**config.mk**
```make
export PLATFORM = sky130hd
export DESIGN_NAME = reset_supervisor
export DESIGN_NICKNAME = d
export VERILOG_FILES = /design/src/rtl/rsup_pkg.sv /design/src/rtl/rsup_sync.sv /design/src/rtl/rsup_filter.sv /design/src/rtl/rsup_hold.sv /design/src/rtl/reset_supervisor.sv
export SDC_FILE = /design/constraint.sdc
export NUM_CORES = 1
export LEC_CHECK = 0
export BUFFER_PORTS_ARGS = -buffer_cell sky130_fd_sc_hd__buf_2
export CAP_MARGIN = 40
export CORE_UTILIZATION = 38
export DETAILED_ROUTE_END_ITERATION = 7
export GPL_ROUTABILITY_DRIVEN = 0
export SYNTH_ARGS = -nofsm -noshare
export SYNTH_HDL_FRONTEND = slang
export SYNTH_SLANG_ARGS = --single-unit
```
**constraint.sdc**
```tcl
create_clock -name clk -period 1.71 [get_ports clk]
set_input_delay 0.0855 -clock clk [delete_from_list [all_inputs] [get_ports clk]]
set_output_delay 0.0855 -clock clk [all_outputs]
set_load 0.02 [all_outputs]
```
**src/rtl/rsup_pkg.sv**
```systemverilog
package rsup_pkg;

  // Convert a duration in microseconds to clock cycles, rounding up.
  function automatic int unsigned us_to_cycles(input longint unsigned clk_hz,
                                               input longint unsigned us);
    longint unsigned prod;
    prod = clk_hz * us;
    return int'((prod + 64'd999_999) / 64'd1_000_000);
  endfunction

  // One bit per reset cause, after synchronizing.
  typedef struct packed {
    logic supply;
    logic button;
  } cause_t;

endpackage

```
**src/rtl/rsup_sync.sv**
```systemverilog
module rsup_sync #(
  parameter int unsigned WIDTH  = 2,
  parameter int unsigned STAGES = 2
) (
  input  logic             clk,
  input  logic             arst_n,
  input  logic [WIDTH-1:0] async_i,
  output logic [WIDTH-1:0] sync_o
);

  logic [WIDTH-1:0] stage_q [STAGES];

  genvar s;
  generate
    for (s = 0; s < STAGES; s++) begin : g_stage
      if (s == 0) begin : g_first
        always_ff @(posedge clk or negedge arst_n) begin
          if (!arst_n) stage_q[s] <= '0;
          else         stage_q[s] <= async_i;
        end
      end else begin : g_next
        always_ff @(posedge clk or negedge arst_n) begin
          if (!arst_n) stage_q[s] <= '0;
          else         stage_q[s] <= stage_q[s-1];
        end
      end
    end
  endgenerate

  assign sync_o = stage_q[STAGES-1];

endmodule

```
**src/rtl/rsup_filter.sv**
```systemverilog
module rsup_filter #(
  parameter int unsigned SET_CYC = 4,
  parameter int unsigned CLR_CYC = 1
) (
  input  logic clk,
  input  logic arst_n,
  input  logic raw_i,
  output logic filt_o
);

  localparam int unsigned MAXC = (SET_CYC > CLR_CYC) ? SET_CYC : CLR_CYC;
  localparam int unsigned CW   = $clog2(MAXC + 1);
  localparam logic [CW-1:0] SET_LAST = CW'(SET_CYC - 1);
  localparam logic [CW-1:0] CLR_LAST = CW'(CLR_CYC - 1);

  logic [CW-1:0] run_q, run_d;
  logic          filt_q, filt_d;
  logic [CW-1:0] limit;

  always_comb begin
    limit  = filt_q ? CLR_LAST : SET_LAST;
    filt_d = filt_q;
    run_d  = '0;
    if (raw_i != filt_q) begin
      if (run_q == limit) begin
        filt_d = raw_i;
      end else begin
        run_d = run_q + 1'b1;
      end
    end
  end

  always_ff @(posedge clk or negedge arst_n) begin
    if (!arst_n) begin
      filt_q <= 1'b0;
      run_q  <= '0;
    end else begin
      filt_q <= filt_d;
      run_q  <= run_d;
    end
  end

  assign filt_o = filt_q;

  // the filtered level only moves toward a level the raw input held
  assert_filtered_change_R3: assert property (@(posedge clk) disable iff (!arst_n)
    !$stable(filt_q) |-> ($past(raw_i) == filt_q));

endmodule

```
**src/rtl/rsup_hold.sv**
```systemverilog
module rsup_hold #(
  parameter int unsigned HOLD_CYC = 205000
) (
  input  logic clk,
  input  logic arst_n,
  input  logic cause_i,
  output logic act_o,
  output logic act_n_o
);

  localparam int unsigned CW = $clog2(HOLD_CYC + 1);
  localparam logic [CW-1:0] LAST = CW'(HOLD_CYC - 1);

  logic [CW-1:0] cnt_q, cnt_d;
  logic          act_q, act_d, act_n_q;

  always_comb begin
    act_d = act_q;
    cnt_d = cnt_q;
    if (cause_i) begin
      act_d = 1'b1;
      cnt_d = '0;
    end else if (act_q) begin
      if (cnt_q == LAST) begin
        act_d = 1'b0;
        cnt_d = '0;
      end else begin
        cnt_d = cnt_q + 1'b1;
      end
    end
  end

  always_ff @(posedge clk or negedge arst_n) begin
    if (!arst_n) begin
      act_q   <= 1'b1;
      act_n_q <= 1'b0;
      cnt_q   <= '0;
    end else begin
      act_q   <= act_d;
      act_n_q <= !act_d;
      cnt_q   <= cnt_d;
    end
  end

  assign act_o   = act_q;
  assign act_n_o = act_n_q;

  // an accepted cause forces reset on the next edge
  assert_cause_sets_R4: assert property (@(posedge clk) disable iff (!arst_n)
    cause_i |=> act_q);

  // reset never drops before the hold count is used up
  assert_no_early_release_R6: assert property (@(posedge clk) disable iff (!arst_n)
    (act_q && (cnt_q != LAST)) |=> act_q);

  // a cause during the hold restarts the count
  assert_restart_R8: assert property (@(posedge clk) disable iff (!arst_n)
    (act_q && cause_i) |=> (cnt_q == '0));

endmodule

```
**src/rtl/reset_supervisor.sv**
```systemverilog
module reset_supervisor
  import rsup_pkg::*;
#(
  parameter int unsigned CLK_HZ         = 1_000_000,
  parameter int unsigned SYNC_STAGES    = 2,
  parameter int unsigned HOLD_CYC       = us_to_cycles(CLK_HZ, 205000),
  parameter int unsigned SUP_SET_CYC    = us_to_cycles(CLK_HZ, 4),
  parameter int unsigned SUP_CLR_CYC    = 2,
  parameter int unsigned PB_PRESS_CYC   = us_to_cycles(CLK_HZ, 10000),
  parameter int unsigned PB_RELEASE_CYC = us_to_cycles(CLK_HZ, 10000)
) (
  input  logic clk,
  input  logic por_n,
  input  logic supply_low,
  input  logic btn_n,
  output logic rst_out,
  output logic rst_out_n
);

  cause_t raw_c, sync_c, filt_c;

  assign raw_c.supply = supply_low;
  assign raw_c.button = !btn_n;

  rsup_sync #(
    .WIDTH  ($bits(cause_t)),
    .STAGES (SYNC_STAGES)
  ) u_sync (
    .clk     (clk),
    .arst_n  (por_n),
    .async_i (raw_c),
    .sync_o  (sync_c)
  );

  rsup_filter #(
    .SET_CYC (SUP_SET_CYC),
    .CLR_CYC (SUP_CLR_CYC)
  ) u_sup_filt (
    .clk    (clk),
    .arst_n (por_n),
    .raw_i  (sync_c.supply),
    .filt_o (filt_c.supply)
  );

  rsup_filter #(
    .SET_CYC (PB_PRESS_CYC),
    .CLR_CYC (PB_RELEASE_CYC)
  ) u_pb_filt (
    .clk    (clk),
    .arst_n (por_n),
    .raw_i  (sync_c.button),
    .filt_o (filt_c.button)
  );

  rsup_hold #(
    .HOLD_CYC (HOLD_CYC)
  ) u_hold (
    .clk     (clk),
    .arst_n  (por_n),
    .cause_i (filt_c.supply | filt_c.button),
    .act_o   (rst_out),
    .act_n_o (rst_out_n)
  );

  // the two output flops always carry opposite levels
  assert_complement_R1: assert property (@(posedge clk) disable iff (!por_n)
    rst_out == !rst_out_n);

endmodule

```
* After elaboration in Yosys (flattened, before gate mapping)
Index checks and enable logic that the tools add are counted.
W data, S select, Z words.
** Storage, ports and cells
- Flip-flop bits (word level) :: 43
- Input bits :: 4
- Output and inout port bits :: 2
** Cells by class
- Add/sub/neg operators :: 3
- Eq/ne operators :: 5
- Muxes and demuxes :: 11
- Bitwise logic cells :: 1
- Reductions and logical operators :: 5
** Operators with widths (count)
- $mux W18 :: 3
- $mux W14 :: 2
- $add A18 B1 Y18 const B :: 1
- $eq A18 B18 Y1 const B :: 1
- $add A14 B1 Y14 const B :: 1
- $eq A14 B14 Y1 const B :: 1
- $mux W3 :: 2
- $reduce_and A2 Y1 :: 2
- $add A3 B1 Y3 const B :: 1
- $eq A3 B3 Y1 :: 1
- $mux W1 :: 3
- $logic_not A1 Y1 :: 2
- $mux W2 :: 1
- $ne A1 B1 Y1 :: 2
- $reduce_bool A2 Y1 :: 1
- $or A1 B1 Y1 :: 1

* Longest topological paths before layout
- Depth in word-level cells :: 5
- Gate-level depth with buffers :: 7
- Mapped depth without buffers :: 6

* By module
A second synthesis with hierarchy kept.
** Second synthesis, totals
- Cells, all modules :: 238
- Area total of the unflattened synthesis :: 2374.8 um^2
** Modules (own cells, without submodules)
- rsup_hold :: times used 1, cells each 139, area each 1273.7 um^2
- rsup_filter (u_pb_filt) :: times used 1, cells each 70, area each 738.2 um^2
- rsup_filter (u_sup_filt) :: times used 1, cells each 21, area each 237.7 um^2
- rsup_sync :: times used 1, cells each 6, area each 115.1 um^2
- reset_supervisor :: times used 1, cells each 2, area each 10.0 um^2

* Worst setup path before layout
Ideal clock, no wire load.
- Path type :: flip-flop to flip-flop
- Start point :: register u_hold.cnt_q[0]
- End point :: register u_hold.cnt_q[16]
- Setup time :: 121 ps
- Arrival :: 1453 ps
- Required time :: 1589 ps
- Slack :: 136 ps
- Cell stages (with the launch flop) :: 7
- Path buffers :: 0
- Period minus slack after synthesis :: 1574 ps
- Path through :: dfrtp_1 > ha_1 > nand3_1 > nor4_1 > and2_1 > o21ai_0 > a22o_1
** Between the ends
- Word-level cells in the longest chain between the ends :: 4
** Ends and longest elaborated chain
- start, declared :: line rsup_hold.sv:14 : logic [CW-1:0] cnt_q, cnt_d;
- start signal, assigned :: line rsup_hold.sv:41 : cnt_q <= cnt_d;
- $add A18 B1 Y18 / $eq A18 B18 Y1 (equally long branches) :: line rsup_hold.sv:28, rsup_hold.sv:24
- $mux W18 (*) :: line rsup_hold.sv:24 : if (cnt_q == LAST) begin
- $mux W18 (*) :: line rsup_hold.sv:23 : end else if (act_q) begin
- $mux W18 (*) :: line rsup_hold.sv:20 : if (cause_i) begin
Every way passes the cells marked *; elsewhere a longest branch is shown, timed or not. The select of a mux whose other input is x is not followed.
A chain may end at the register's enable or synchronous reset.

* Final worst setup path
- Start point :: register u_hold.cnt_q[10]
- End point :: register u_hold.cnt_q[17]
The elaborated chain is that of the path after synthesis.

==> flow_metrics.py <==
metrics = {
    "run_status": {
        "outcome": "completed",
    },
    "global_routing": {
        "grt_start_max_net_pins": 44,
        "grt_antenna_before_repair": 0,
        "grt_pass1_wl_mm": 7.50,
        "grt_usage_pct": 16.8,
        "grt_pass1_vias": 1586,
        "grt_overflow": 0,
    },
    "power_and_ir_drop": {
        "p_int_w": 0.00193,
        "p_comb_share_pct": 28.2,
        "seqPwrFrac_pct": 42.0,
        "switchingPower_w": 0.000860,
        "powerDensity_mw_per_mm2": 1050,
        "switching_share_pct": 30.8,
        "power.share.clock_pct": 29.8,
        "vdd_ir_drop_max_uv": 591,
        "p_leak_nw": 1.26,
    },
    "placement": {
        "hpwl_mm": 2.94,
        "place_inst": 302,
        "port_buffers": 5,
        "place_area_mm2": 0.00235,
        "pre_cts_slack_ns": -0.0196,
    },
    "clock_network": {
        "clkSinkCount": 43,
        "cts_buffers": 5,
        "insertion_delay_ns": 0.30,
        "clockBufferDepth": 2,
        "cts_tree": "yes",
        "cts_max_level": 2,
        "cts_root_buffer": "clkbuf_8",
        "clk_pin_slew_worst_paths_ns": 0.09,
    },
    "cells_and_area": {
        "syn_to_final_growth_pct": 27.1,
        "drive_above_1_share_pct": 25.1,
        "fin_cells": 321,
        "nNetsFinal": 257,
        "fin_area_mm2": 0.00266,
        "diodes": 0,
    },
    "drt": {
        "routedWlPerCell_um": 14.2,
        "avgViaCountPerCell": 5.25,
        "drt_first_pass_iters": 4,
        "drt_iter0_markers": 83,
        "num_vias": 1684,
        "ant_nets": 0,
        "wl_mm": 4.55,
        "drc": 0,
    },
    "critical_path": {
        "rr_worst_depth": 6,
        "timing.critical_path.arrival_ns": 1.91,
        "startpoint_type": "flip-flop",
        "required_ns": 1.91,
        "crit_fanout": 6,
        "endpoint_kind": "flip-flop",
        "worstSetupPathType": "reg -> reg",
    },
    "logic_synthesis": {
        "ys_warn_count": 0,
        "synth_edf_count": 0,
        "synth_flop_cell": "dfrtp_1",
        "ys_ff_latch": 43,
        "synthesis.area_mm2": 0.00210,
        "avgSynthCellArea_um2": 10.1,
        "async_reset_ff_share_pct": 100,
        "synthCells": 208,
        "synth_cell_types": 44,
        "seq_area_frac_synth_pct": 51.4,
        "synth_nets": 215,
    },
    "sta": {
        "hold_ws_ns": 0.358,
        "setup_viol": 0,
        "report.final.slew_viol_count": 0,
        "fin_crit_sh_pct": 99.7,
        "max_freq_ghz": 0.586,
        "fin_crit_ns": 1.71,
        "finalHoldViolCount": 0,
        "fin_ws_ns": 0.00496,
        "worst_pin_slew_ns": 0.544,
        "timing.slew.headroom_pct": 63.7,
        "rsz0062_at_grt": "true",
        "fin_setup_tns_ns": 0,
        "skew_ns": 0.00534,
    },
    "floorplanning": {
        "coreArea_mm2": 0.00520,
        "io-pin-count": 6,
        "die_h_um": 76.3,
        "rows": 26,
        "die_area_mm2": 0.00582,
        "chipWidth_um": 76.3,
        "start_util_pct": 40.3,
    },
    "flow_run": {
        "drv_cap": 0,
    },
    "hold_path": {
        "min_path_type": "reg -> reg",
        "holdPathStages": 0,
    },
}
==> critical path, cell delays in order (launching register included) <==
cell and delay [ns]:
dfrtp_1 0.41, buf_4 0.17, nand3_2 0.13, nor4_4 0.30, nand3_1 0.15, a31o_1 0.26
a21o_1 0.17
==> area by class of cell <==
type	count	area, um2
clock buffers	5	68.8
flip-flops and latches	43	1080
inverters	5	18.8
fillers	495	2540
multi-input cells	157	1070
repair buffers	38	292
clock inverters	3	47.5
well taps	70	87.6
==> cells in the final DEF (no fill, tap or decap), drive strengths merged, types with 7 or more instances in the layout <==
master / count
xor2: 9
buf: 35
xnor2: 7
o21ai: 15
nand3: 14
nand2: 19
and3: 8
dfrtp: 42
nor2: 23
==> power by group through the flow <==
stage	Clock [W]	Combinational, W	Sequential [W]
2_1_floorplan	0	0.000376	0.00119
3_3_place_gp	0	0.000612	0.00119
3_5_place_dp	0	0.000614	0.00119
4_1_cts	0.000855	0.000625	0.00117
5_1_grt	0.000892	0.000860	0.00119
6_report	0.000834	0.000788	0.00117
==> sequential cells by signal, indices dropped and copies added, names as in the netlist <==
signal and flops:
u_sup_filt.filt_o 1, u_sync.stage_q 2, u_sup_filt.run_q 3, u_sync.sync_o 2, u_hold.act_o 1, u_pb_filt.filt_o 1
u_hold.act_n_o 1, u_hold.cnt_q 18, u_pb_filt.run_q 14
==> logic make-up (layout without fill, tap and decap cells) <==
kind of cell | Yosys count | in the layout | share of synthesized area, %
and+or+nand+nor | 97 | 97 | 25.0
buffers and inverters | 8 | 51 | 1.85
muxes | 1 | 1 | 0.537
adders and majority gates | 3 | 3 | 1.79
xor gates and xnor gates | 16 | 16 | 6.69
AOI/OAI and AO/OA | 40 | 40 | 12.7
DFF | 43 | 43 | 51.4
==> per-stage QoR <==
step                      utilization [%]  power, W
final                                51.2   0.00279
after global routing                 51.2   0.00294
after CTS                            48.5   0.00265
after detailed placement             45.2   0.00180
after global placement               45.2   0.00180
after floorplan                         -   0.00156
==> worst paths after layout <==
kind,from,to,slack [ns]
max,u_hold.cnt_q[10]$_DFFE_PN0P_,u_hold.cnt_q[17]$_DFFE_PN0P_,0.005
min,u_sync.stage_q[3]$_DFF_PN0_,u_sync.sync_o[1]$_DFF_PN0_,0.36
max reg2reg,u_hold.cnt_q[10]$_DFFE_PN0P_,u_hold.cnt_q[17]$_DFFE_PN0P_,0.005
min reg2reg,u_sync.stage_q[3]$_DFF_PN0_,u_sync.sync_o[1]$_DFF_PN0_,0.36
max in group asynchronous,por_n,u_hold.cnt_q[7]$_DFFE_PN0P_,0.95
min in group asynchronous,por_n,u_pb_filt.run_q[8]$_DFF_PN0_,0.38
==> Yosys cell counts (all sizes together), types with 4 or more instances <==
cell type	instances	area, um2
a21o	6	45.0
nand4	6	43.8
a21oi	4	20.0
nor4	5	46.3
nor2	23	93.8
xor2	9	78.8
o21ai	15	82.6
dfrtp	42	1050
inv	5	18.8
xnor2	7	61.3
nand2	19	71.3
and3	8	50.1
nor3	6	30.0
nand3	14	70.1
==> timing repair <==
item                                    in CTS  in global routing
hold buffers                                 3                  0
hold endpoints to repair                    44                  0
resized for setup                            3                 21
endpoints found under the setup margin       4                 11
gates cloned                                 0                  0
pin swaps                                    1                  6
setup buffers                                1                  7
==> layer usage <==
metal  part of all wire, %  track usage [%]  vias up
li1                      -                -      834
met2                    45             26.0       30
met5                     0                0        -
met1                    50             21.5      813
met4                   1.7             8.27        0
met3                   2.8             4.55        7
(Power assumes the default switching activity.)
